--- config.mk ---
export PLATFORM = sky130hd
export DESIGN_NAME = jscan_engine
export DESIGN_NICKNAME = d
export VERILOG_FILES = /design/src/rtl/jscan_pkg.sv /design/src/rtl/jscan_ctrl.sv /design/src/rtl/jscan_dpath.sv /design/src/rtl/jscan_engine.sv
export SDC_FILE = /design/constraint.sdc
export NUM_CORES = 2
export LEC_CHECK = 0
export BUFFER_PORTS_ARGS = -buffer_cell sky130_fd_sc_hd__buf_4
export CAP_MARGIN = 15
export CORE_UTILIZATION = 50
export DETAILED_ROUTE_END_ITERATION = 10
export GPL_ROUTABILITY_DRIVEN = 0
export PLACE_DENSITY = 0.65
export SLEW_MARGIN = 20
export SYNTH_ARGS = -nofsm -noshare
export SYNTH_HDL_FRONTEND = slang
export SYNTH_SLANG_ARGS = --single-unit
--- constraint.sdc ---
create_clock -name clk -period 7.2 [get_ports clk]
set_input_delay 1.08 -clock clk [delete_from_list [all_inputs] [get_ports clk]]
set_output_delay 1.08 -clock clk [all_outputs]
set_load 0.02 [all_outputs]
--- src/rtl/jscan_pkg.sv ---
package jscan_pkg;

  typedef enum logic [2:0] {
    S_IDLE,
    S_LOW,
    S_HIGH,
    S_GAP,
    S_DONE
  } scanState_t;

  // strobes from control to datapath
  typedef struct packed {
    logic drive;    // present buffer bit on tdi
    logic capture;  // store tdo at the coming rising tck
  } scanStrobe_t;

endpackage

--- src/rtl/jscan_ctrl.sv ---
module jscan_ctrl
  import jscan_pkg::*;
#(
  parameter int CNT_W      = 16,
  parameter int CHUNK_BITS = 256,
  parameter int GAP_CYCLES = 2
) (
  input  logic             clk,
  input  logic             rstN,
  input  logic             start,
  input  logic [CNT_W-1:0] bitCount,
  input  logic             mustEnd,
  input  logic             waitMode,
  output scanStrobe_t      stb,
  output logic [CNT_W-1:0] bitIdx,
  output logic             tck,
  output logic             tms,
  output logic             busy,
  output logic             done,
  output logic             exitReached
);

  localparam int CH_W  = $clog2(CHUNK_BITS + 1);
  localparam int GAP_W = $clog2(GAP_CYCLES + 1);

  scanState_t       state;
  logic [CNT_W-1:0] total;
  logic [CH_W-1:0]  chunkLeft;
  logic [GAP_W-1:0] gapCnt;
  logic             mustEndR;
  logic             waitR;

  logic [CNT_W-1:0] remAfter;
  logic [CH_W-1:0]  firstChunk;
  logic [CH_W-1:0]  nextChunk;
  logic             lastBit;
  logic             inBit;

  always_comb begin
    remAfter   = total - bitIdx - CNT_W'(1);
    firstChunk = (bitCount > CNT_W'(CHUNK_BITS)) ? CH_W'(CHUNK_BITS) : CH_W'(bitCount);
    nextChunk  = (remAfter > CNT_W'(CHUNK_BITS)) ? CH_W'(CHUNK_BITS) : CH_W'(remAfter);
    lastBit    = (bitIdx == total - CNT_W'(1));
    inBit      = (state == S_LOW) || (state == S_HIGH);
  end

  always_ff @(posedge clk) begin
    if (!rstN) begin
      state     <= S_IDLE;
      total     <= '0;
      bitIdx    <= '0;
      chunkLeft <= '0;
      gapCnt    <= '0;
      mustEndR  <= 1'b0;
      waitR     <= 1'b0;
    end else begin
      unique case (state)
        S_IDLE: if (start) begin
          total     <= bitCount;
          mustEndR  <= mustEnd;
          waitR     <= waitMode;
          bitIdx    <= '0;
          chunkLeft <= firstChunk;
          state     <= (bitCount == '0) ? S_DONE : S_LOW;
        end
        S_LOW:  state <= S_HIGH;
        S_HIGH: begin
          bitIdx <= bitIdx + CNT_W'(1);
          if (lastBit) begin
            state <= S_DONE;
          end else if (chunkLeft == CH_W'(1)) begin
            chunkLeft <= nextChunk;
            gapCnt    <= GAP_W'(GAP_CYCLES - 1);
            state     <= S_GAP;
          end else begin
            chunkLeft <= chunkLeft - CH_W'(1);
            state     <= S_LOW;
          end
        end
        S_GAP: begin
          if (gapCnt == '0) state <= S_LOW;
          else              gapCnt <= gapCnt - GAP_W'(1);
        end
        S_DONE: state <= S_IDLE;
        default: state <= S_IDLE;
      endcase
    end
  end

  always_comb begin
    tck         = (state == S_HIGH);
    tms         = inBit && mustEndR && !waitR && lastBit;
    stb.drive   = inBit && !waitR;
    stb.capture = (state == S_LOW) && !waitR;
    busy        = (state != S_IDLE);
    done        = (state == S_DONE);
    exitReached = done && mustEndR && !waitR && (total != '0);
  end


  tck_pulse_chk: assert property (@(posedge clk) disable iff (!rstN)
    tck |=> !tck);


  done_pulse_chk: assert property (@(posedge clk) disable iff (!rstN)
    done |=> !done);


  exit_with_done_chk: assert property (@(posedge clk) disable iff (!rstN)
    exitReached |-> done);


  tms_final_chk: assert property (@(posedge clk) disable iff (!rstN)
    (tck && tms) |=> done);


  zero_count_chk: assert property (@(posedge clk) disable iff (!rstN)
    (state == S_IDLE && start && bitCount == '0) |=> (done && !tck));


  gap_quiet_chk: assert property (@(posedge clk) disable iff (!rstN)
    (state == S_GAP) |-> (!tck && !tms));

endmodule

--- src/rtl/jscan_dpath.sv ---
module jscan_dpath
  import jscan_pkg::*;
#(
  parameter int MAX_BYTES = 64,
  parameter int CNT_W     = 16
) (
  input  logic                         clk,
  input  logic                         rstN,
  input  scanStrobe_t                  stb,
  input  logic [CNT_W-1:0]             bitIdx,
  input  logic                         wrEn,
  input  logic [$clog2(MAX_BYTES)-1:0] wrAddr,
  input  logic [7:0]                   wrData,
  input  logic [$clog2(MAX_BYTES)-1:0] rdAddr,
  output logic [7:0]                   rdData,
  input  logic                         tdo,
  output logic                         tdi
);

  localparam int AW   = $clog2(MAX_BYTES);
  localparam int BITS = MAX_BYTES * 8;
  localparam int BW   = $clog2(BITS);

  logic [7:0] inBuf  [MAX_BYTES];
  logic [7:0] outBuf [MAX_BYTES];

  logic [AW-1:0] byteSel;
  logic [2:0]    bitSel;

  always_comb begin
    byteSel = bitIdx[BW-1:3];
    bitSel  = bitIdx[2:0];
    tdi     = stb.drive & inBuf[byteSel][bitSel];
    rdData  = outBuf[rdAddr];
  end

  always_ff @(posedge clk) begin
    if (!rstN) begin
      for (int i = 0; i < MAX_BYTES; i++) begin
        inBuf[i]  <= '0;
        outBuf[i] <= '0;
      end
    end else begin
      if (wrEn) inBuf[wrAddr] <= wrData;
      if (stb.capture) outBuf[byteSel][bitSel] <= tdo;
    end
  end


  capture_range_chk: assert property (@(posedge clk) disable iff (!rstN)
    stb.capture |-> (bitIdx < CNT_W'(BITS)));


  tdi_hold_chk: assert property (@(posedge clk) disable iff (!rstN)
    (stb.capture && !wrEn) |=> $stable(tdi));

endmodule

--- src/rtl/jscan_engine.sv ---
module jscan_engine
  import jscan_pkg::*;
#(
  parameter int MAX_BYTES  = 64,
  parameter int CNT_W      = 16,
  parameter int CHUNK_BITS = 256,
  parameter int GAP_CYCLES = 2,
  localparam int AW        = $clog2(MAX_BYTES)
) (
  input  logic             clk,
  input  logic             rstN,
  input  logic             start,
  input  logic [CNT_W-1:0] bitCount,
  input  logic             mustEnd,
  input  logic             waitMode,
  input  logic             wrEn,
  input  logic [AW-1:0]    wrAddr,
  input  logic [7:0]       wrData,
  input  logic [AW-1:0]    rdAddr,
  output logic [7:0]       rdData,
  output logic             tck,
  output logic             tms,
  output logic             tdi,
  input  logic             tdo,
  output logic             busy,
  output logic             done,
  output logic             exitReached
);

  scanStrobe_t      stb;
  logic [CNT_W-1:0] bitIdx;

  jscan_ctrl #(
    .CNT_W(CNT_W), .CHUNK_BITS(CHUNK_BITS), .GAP_CYCLES(GAP_CYCLES)
  ) uCtrl (
    .clk(clk), .rstN(rstN), .start(start), .bitCount(bitCount),
    .mustEnd(mustEnd), .waitMode(waitMode), .stb(stb), .bitIdx(bitIdx),
    .tck(tck), .tms(tms), .busy(busy), .done(done), .exitReached(exitReached)
  );

  jscan_dpath #(
    .MAX_BYTES(MAX_BYTES), .CNT_W(CNT_W)
  ) uDpath (
    .clk(clk), .rstN(rstN), .stb(stb), .bitIdx(bitIdx),
    .wrEn(wrEn), .wrAddr(wrAddr), .wrData(wrData),
    .rdAddr(rdAddr), .rdData(rdData), .tdo(tdo), .tdi(tdi)
  );

endmodule

* Yosys cells after proc, flatten, opt, wreduce, memory -nomap -nowiden
Memory sizes are Yosys's and may differ from the RTL's. A register that Yosys moved wholly into a read port is not among the register bits.
Cells that the tools add are included.
** Cells by class
- Add/subtract/negate cells :: 6
- $lt $le $gt $ge :: 4
- Eq/ne operators :: 11
- Mux-type cells :: 37
- Bitwise logic cells :: 1
- Reduce and logical (&&, ||, !) cells :: 25
** Operators by type and width (number)
- $mux 9 :: 5
- $gt 16x9->1 const B :: 2
- $mux 8 :: 4
- $pmux 16 s2 :: 1
- $sub 16x1->16 const B :: 2
- $mux 6 :: 4
- $pmux 9 s2 :: 1
- $add 16x1->16 const B :: 1
- $eq 16x16->1 :: 1
- $logic_not 16->1 :: 1
- $mux 16 :: 1
- $reduce_bool 16->1 :: 1
- $reduce_or 8->1 :: 2
- $sub 16x16->16 :: 1
- $mux 3 :: 4
- $pmux 3 s4 :: 1
- $eq 9x1->1 const B :: 1
- $logic_and 1x1->1 :: 9
- $mux 1 :: 9
- $sub 9x1->9 const B :: 1
- $mux 2 :: 4
- $eq 3x2->1 const B :: 2
- $ne 2x2->1 const B :: 3
- $reduce_and 2->1 :: 3
- other kinds (18) :: 20
** Storage, ports and cells
- Bits in registers :: 48
- Memory bits (writable) :: 1024
- Input port bits :: 43
- Output and inout port bits :: 14
- Word-level logic and storage cells :: 93
- Memories kept :: 2
** Memory list
- uDpath.inBuf :: depth 64, bits a word 8, read ports 1, clocked after Yosys merged registers in 1, write ports 64, RTL line jscan_dpath.sv:24 : logic [7:0] inBuf [MAX_BYTES];
- uDpath.outBuf :: depth 64, bits a word 8, read ports 1, clocked after Yosys merged registers in 0, write ports 64, RTL line jscan_dpath.sv:25 : logic [7:0] outBuf [MAX_BYTES];

* Depth between registers and ports, before layout
- Depth after elaboration :: 7
- Mapped depth :: 13
- Depth with buffers taken out :: 12

* Modules after synthesis
A second synthesis with hierarchy kept.
** Unflattened totals
- Cell total of the unflattened synthesis :: 4363
- Area total of the unflattened synthesis :: 52587.9 µm²
** Modules (own cells, without submodules)
- jscan_dpath :: instances 1, cells each 3832, area an instance 48670.4 µm², sequential area each 30749.5 µm²
- jscan_ctrl :: instances 1, cells each 531, area an instance 3917.5 µm², sequential area each 960.9 µm²

* Worst setup path before layout
OpenSTA, ideal clock, no wires.
- Path kind :: input to output
- Start :: input rdAddr[0]
- End :: output rdData[0]
- Arrival :: 3.448 ns
- Data required time :: 6.120 ns
- Path slack :: 2.672 ns
- Cell stages on the path :: 5
- Path buffers :: 2
- Cell sequence :: buf_2 > buf_1 > mux4_2 > mux4_2 > mux4_2
** Between the ends
- Cells in the longest elaborated chain, start to end :: 1
** Ends and longest elaborated chain
- from (decl) :: RTL line jscan_engine.sv:19 : input logic [AW-1:0] rdAddr,
- $mem_v2 64x8
- to (decl) :: RTL line jscan_engine.sv:20 : output logic [7:0] rdData,
Every way passes these cells.

==> run_results.csv <==
group,metric,value,unit
critical_path,criticalPathCategory,"reg2out",
layout,layout-drive-gt1-share,14.0,%
critical_path,required,6120,ps
hold_path,hp-class,"reg2reg",
cts,numCtsBuffers,114,
cts,clkSinkCount,1078,
detailed_routing,wire_per_inst,25.1,um
hold_path,hold_depth,2,
timing,clock_skew,46.5,ps
timing,finalHoldViolCount,0,
layout,fillerInstances,8533,
grt,grt_pass1_vias,33400,
timing,post-route-min-period,5780,ps
timing,grt_setup_unrepaired,"no",
layout,fin_nets,4161,
critical_path,setup.worst_path.end_class,"primary output",
floorplanning,die_h,328,um
detailed_routing,viasPerCell,6.20,
critical_path,cp-start-kind,"flip-flop",
layout,area_growth,8.78,%
layout,final_cell_mix,"edfxtp_1, nor2_1, and2_1, o21ai_0, o21ai_1",
cts,cts_tree,"yes",
critical_path,slowest_stage,"dfxtp_4",
timing,slew_headroom,27.3,%
critical_path,rr_startpoint,"uCtrl.bitIdx[1]",
timing,timing.final.crit_share,80.3,%
placed_design,dp_cells,5372,
critical_path,max_stage_delay,770,ps
grt,antenna_found_initial,0,
grt,top_usage_layer,"met2",
placed_design,hpwl,86000,um
power_and_ir_drop,powerDensity,239,mW/mm^2
timing,setup_violations,0,
timing,maxSlewViolCount,0,
logic_synthesis,ys_ff_latch,1078,
grt,grt_pass1_wl,212000,um
timing,fmax,173,MHz
grt,grt_remaining_overflow,0,
detailed_routing,num_vias,34600,
placed_design,dp_worst_setup_slack,2110,ps
detailed_routing,wl,140000,um
critical_path,rr_worst_depth,10,
cts,htreeDepth,3,
critical_path,critPathMaxFanout,80,
detailed_routing,dr.pass1.iters,8,
power_and_ir_drop,ir_worst_vdd,193,uV
floorplanning,dieArea,0.107,sq mm
logic_synthesis,syn_nets,4336,
cts,clockBufferDepth,3,
timing,setup_ws,1420,ps
detailed_routing,dr.first_iter.drc_count,3695,
grt,use_met2,42.8,%
grt,grt_start_max_net_pins,129,
layout,n_antenna_cell,0,
logic_synthesis,yosysSeqAreaShare,60.0,%
critical_path,critPathArrivalTime,4700,ps
hold_path,min_from,"uCtrl.mustEndR",
logic_synthesis,synth-edff-count,1024,
timing,whs,496,ps
layout,stdcell_count,5580,
critical_path,critPathBufInv,2,
logic_synthesis,synthCells,4272,
run,drv_cap,0,
timing,tightest_slew,1080,ps
logic_synthesis,synth_area,0.0531,sq mm
critical_path,reg2reg_to,"uCtrl.chunkLeft[1]",
grt,grt_use_met3,3.96,%
cts,postCtsSetupRepairBufs,0,
grt,grtUsageTotal,26.1,%
placed_design,place.port_buffers,56,
detailed_routing,remaining_drc_errors,0,
critical_path,crit_chain,"buf_12, mux4_2, or2_0, a31oi_1, a31oi_1, a31oi_1, or4_1, a31o_1, o22ai_1, buf_4",
layout,multi_input_area,0.0195,sq mm
floorplanning,placementRows,119,
cts,root_buffer,"clkbuf_16",
logic_synthesis,ys_warn_count,0,
logic_synthesis,synthArstFlopShare,0,%
grt,gr-usage-met1,36.0,%
cts,cts-resized-gates,0,
logic_synthesis,synth_flop_cell,"edfxtp_1",
status,status,"finished clean",
cts,worstSkewPairLatency,700,ps
layout,final-seq-area,0.0318,sq mm
critical_path,reg2reg_slack,3070,ps
cts,hold_buffers,0,
critical_path,crit_top_cell,"a31oi_1",
timing,tns,0,ps
logic_synthesis,ys_types,74,
floorplanning,start_util,50.4,%
logic_synthesis,synth_area_per_cell,12.4,sq um
detailed_routing,ant_nets,0,
floorplanning,io_pins,57,
power_and_ir_drop,p_leak,18.2,nW
floorplanning,core_area,0.105,sq mm
floorplanning,fp.dieW,328,um
hold_path,worstHoldEndpoint,"uCtrl.mustEndR",
critical_path,cp_top_family,"compound AO/OA/AOI/OAI gates",
cts,clk_pin_slew,60,ps
layout,mostFrequentLayoutCell,"edfxtp_1",
[worst reg2reg max path, delay by kind of cell, from the launching register on]
kind / cells / cell delay (ps)
compound gates: 5 / 1710
flops: 1 / 940
fa+ha+maj: 1 / 410
simple gates: 3 / 580
buf+inv: 1 / 420
[report_power, final]
group          internal (mW)  switching, mW
Clock                   3.12           2.47
Sequential              7.14          0.111
Combinational          0.391          0.582
Total                   10.6           3.16
[Yosys cell counts (17+ instances only)]
library cell	n	area share (%)
o21ai_1	267	2.5
inv_1	28	0.20
and2_1	527	6.2
nor3_1	41	0.39
nand2_1	166	1.2
buf_1	32	0.23
a21oi_1	45	0.42
nand3_1	38	0.36
o21ai_0	347	3.3
ha_1	20	0.47
mux4_2	275	12
dfxtp_1	54	2.0
edfxtp_1	1024	58
nand4_1	24	0.28
buf_2	23	0.22
xnor2_1	17	0.28
clkbuf_1	361	2.6
a21boi_0	23	0.33
mux2i_1	60	1.1
nor2_1	626	4.4
a31oi_1	37	0.44
[worst max-delay path by stage]
stage	depth (start not counted)	to	start
final	10	tdi	flip-flop
after global routing	10	tdi	flip-flop
after CTS	10	tdi	flip-flop
after detailed placement	6	rdData[6]	rdAddr[0]
after global placement	6	rdData[6]	rdAddr[0]
after floorplan	5	rdData[0]	rdAddr[0]
[layout make-up]
cell class,count,share of cell area (%)
clock buffers,152,5.26
clock inverters,56,0.715
inverters,31,0.202
multi-input cells,2738,33.8
flip-flops and latches,1078,55.1
well taps,1391,3.01
repair buffers,134,1.84
[state kept, by name, summed over array words and instances (netlist names), named ones only]
signal,flops
uDpath.inBuf,512
uDpath.outBuf,512
uCtrl.bitIdx,16
uCtrl.total,16
uCtrl.chunkLeft,9
uCtrl.state,3
uCtrl.gapCnt,2
uCtrl.mustEndR,1
uCtrl.waitR,1
[per-stage QoR]
stage	total power, mW	util, %	cell area (sq um)
after floorplan	7.99	-	53100
after global placement	8.32	51.6	54300
after detailed placement	8.34	51.6	54300
after CTS	13.9	54.8	57700
after global routing	14.2	54.9	57700
final	13.8	54.9	57700
[metal layers]
| layer | part of all wire, % | vias up |
|---|---|---|
| met1 | 40 | 17500 |
| met4 | 2.7 | 0 |
| met5 | 0 | - |
| li1 | - | 15400 |
| met3 | 7.7 | 222 |
| met2 | 49 | 1503 |
[logic make-up (layout without fill, tap and decap cells)]
logic type / count (synthesis) / count (layout) / share of synthesized area [%]
compound gates: 834 / 834 / 8.73
xor+xnor: 28 / 28 / 0.462
fa+ha+maj: 21 / 21 / 0.509
buf+inv: 456 / 373 / 3.34
flops: 1078 / 1078 / 60.0
mux: 337 / 337 / 12.8
simple gates: 1518 / 1518 / 14.2
(Power assumes the default switching activity.)
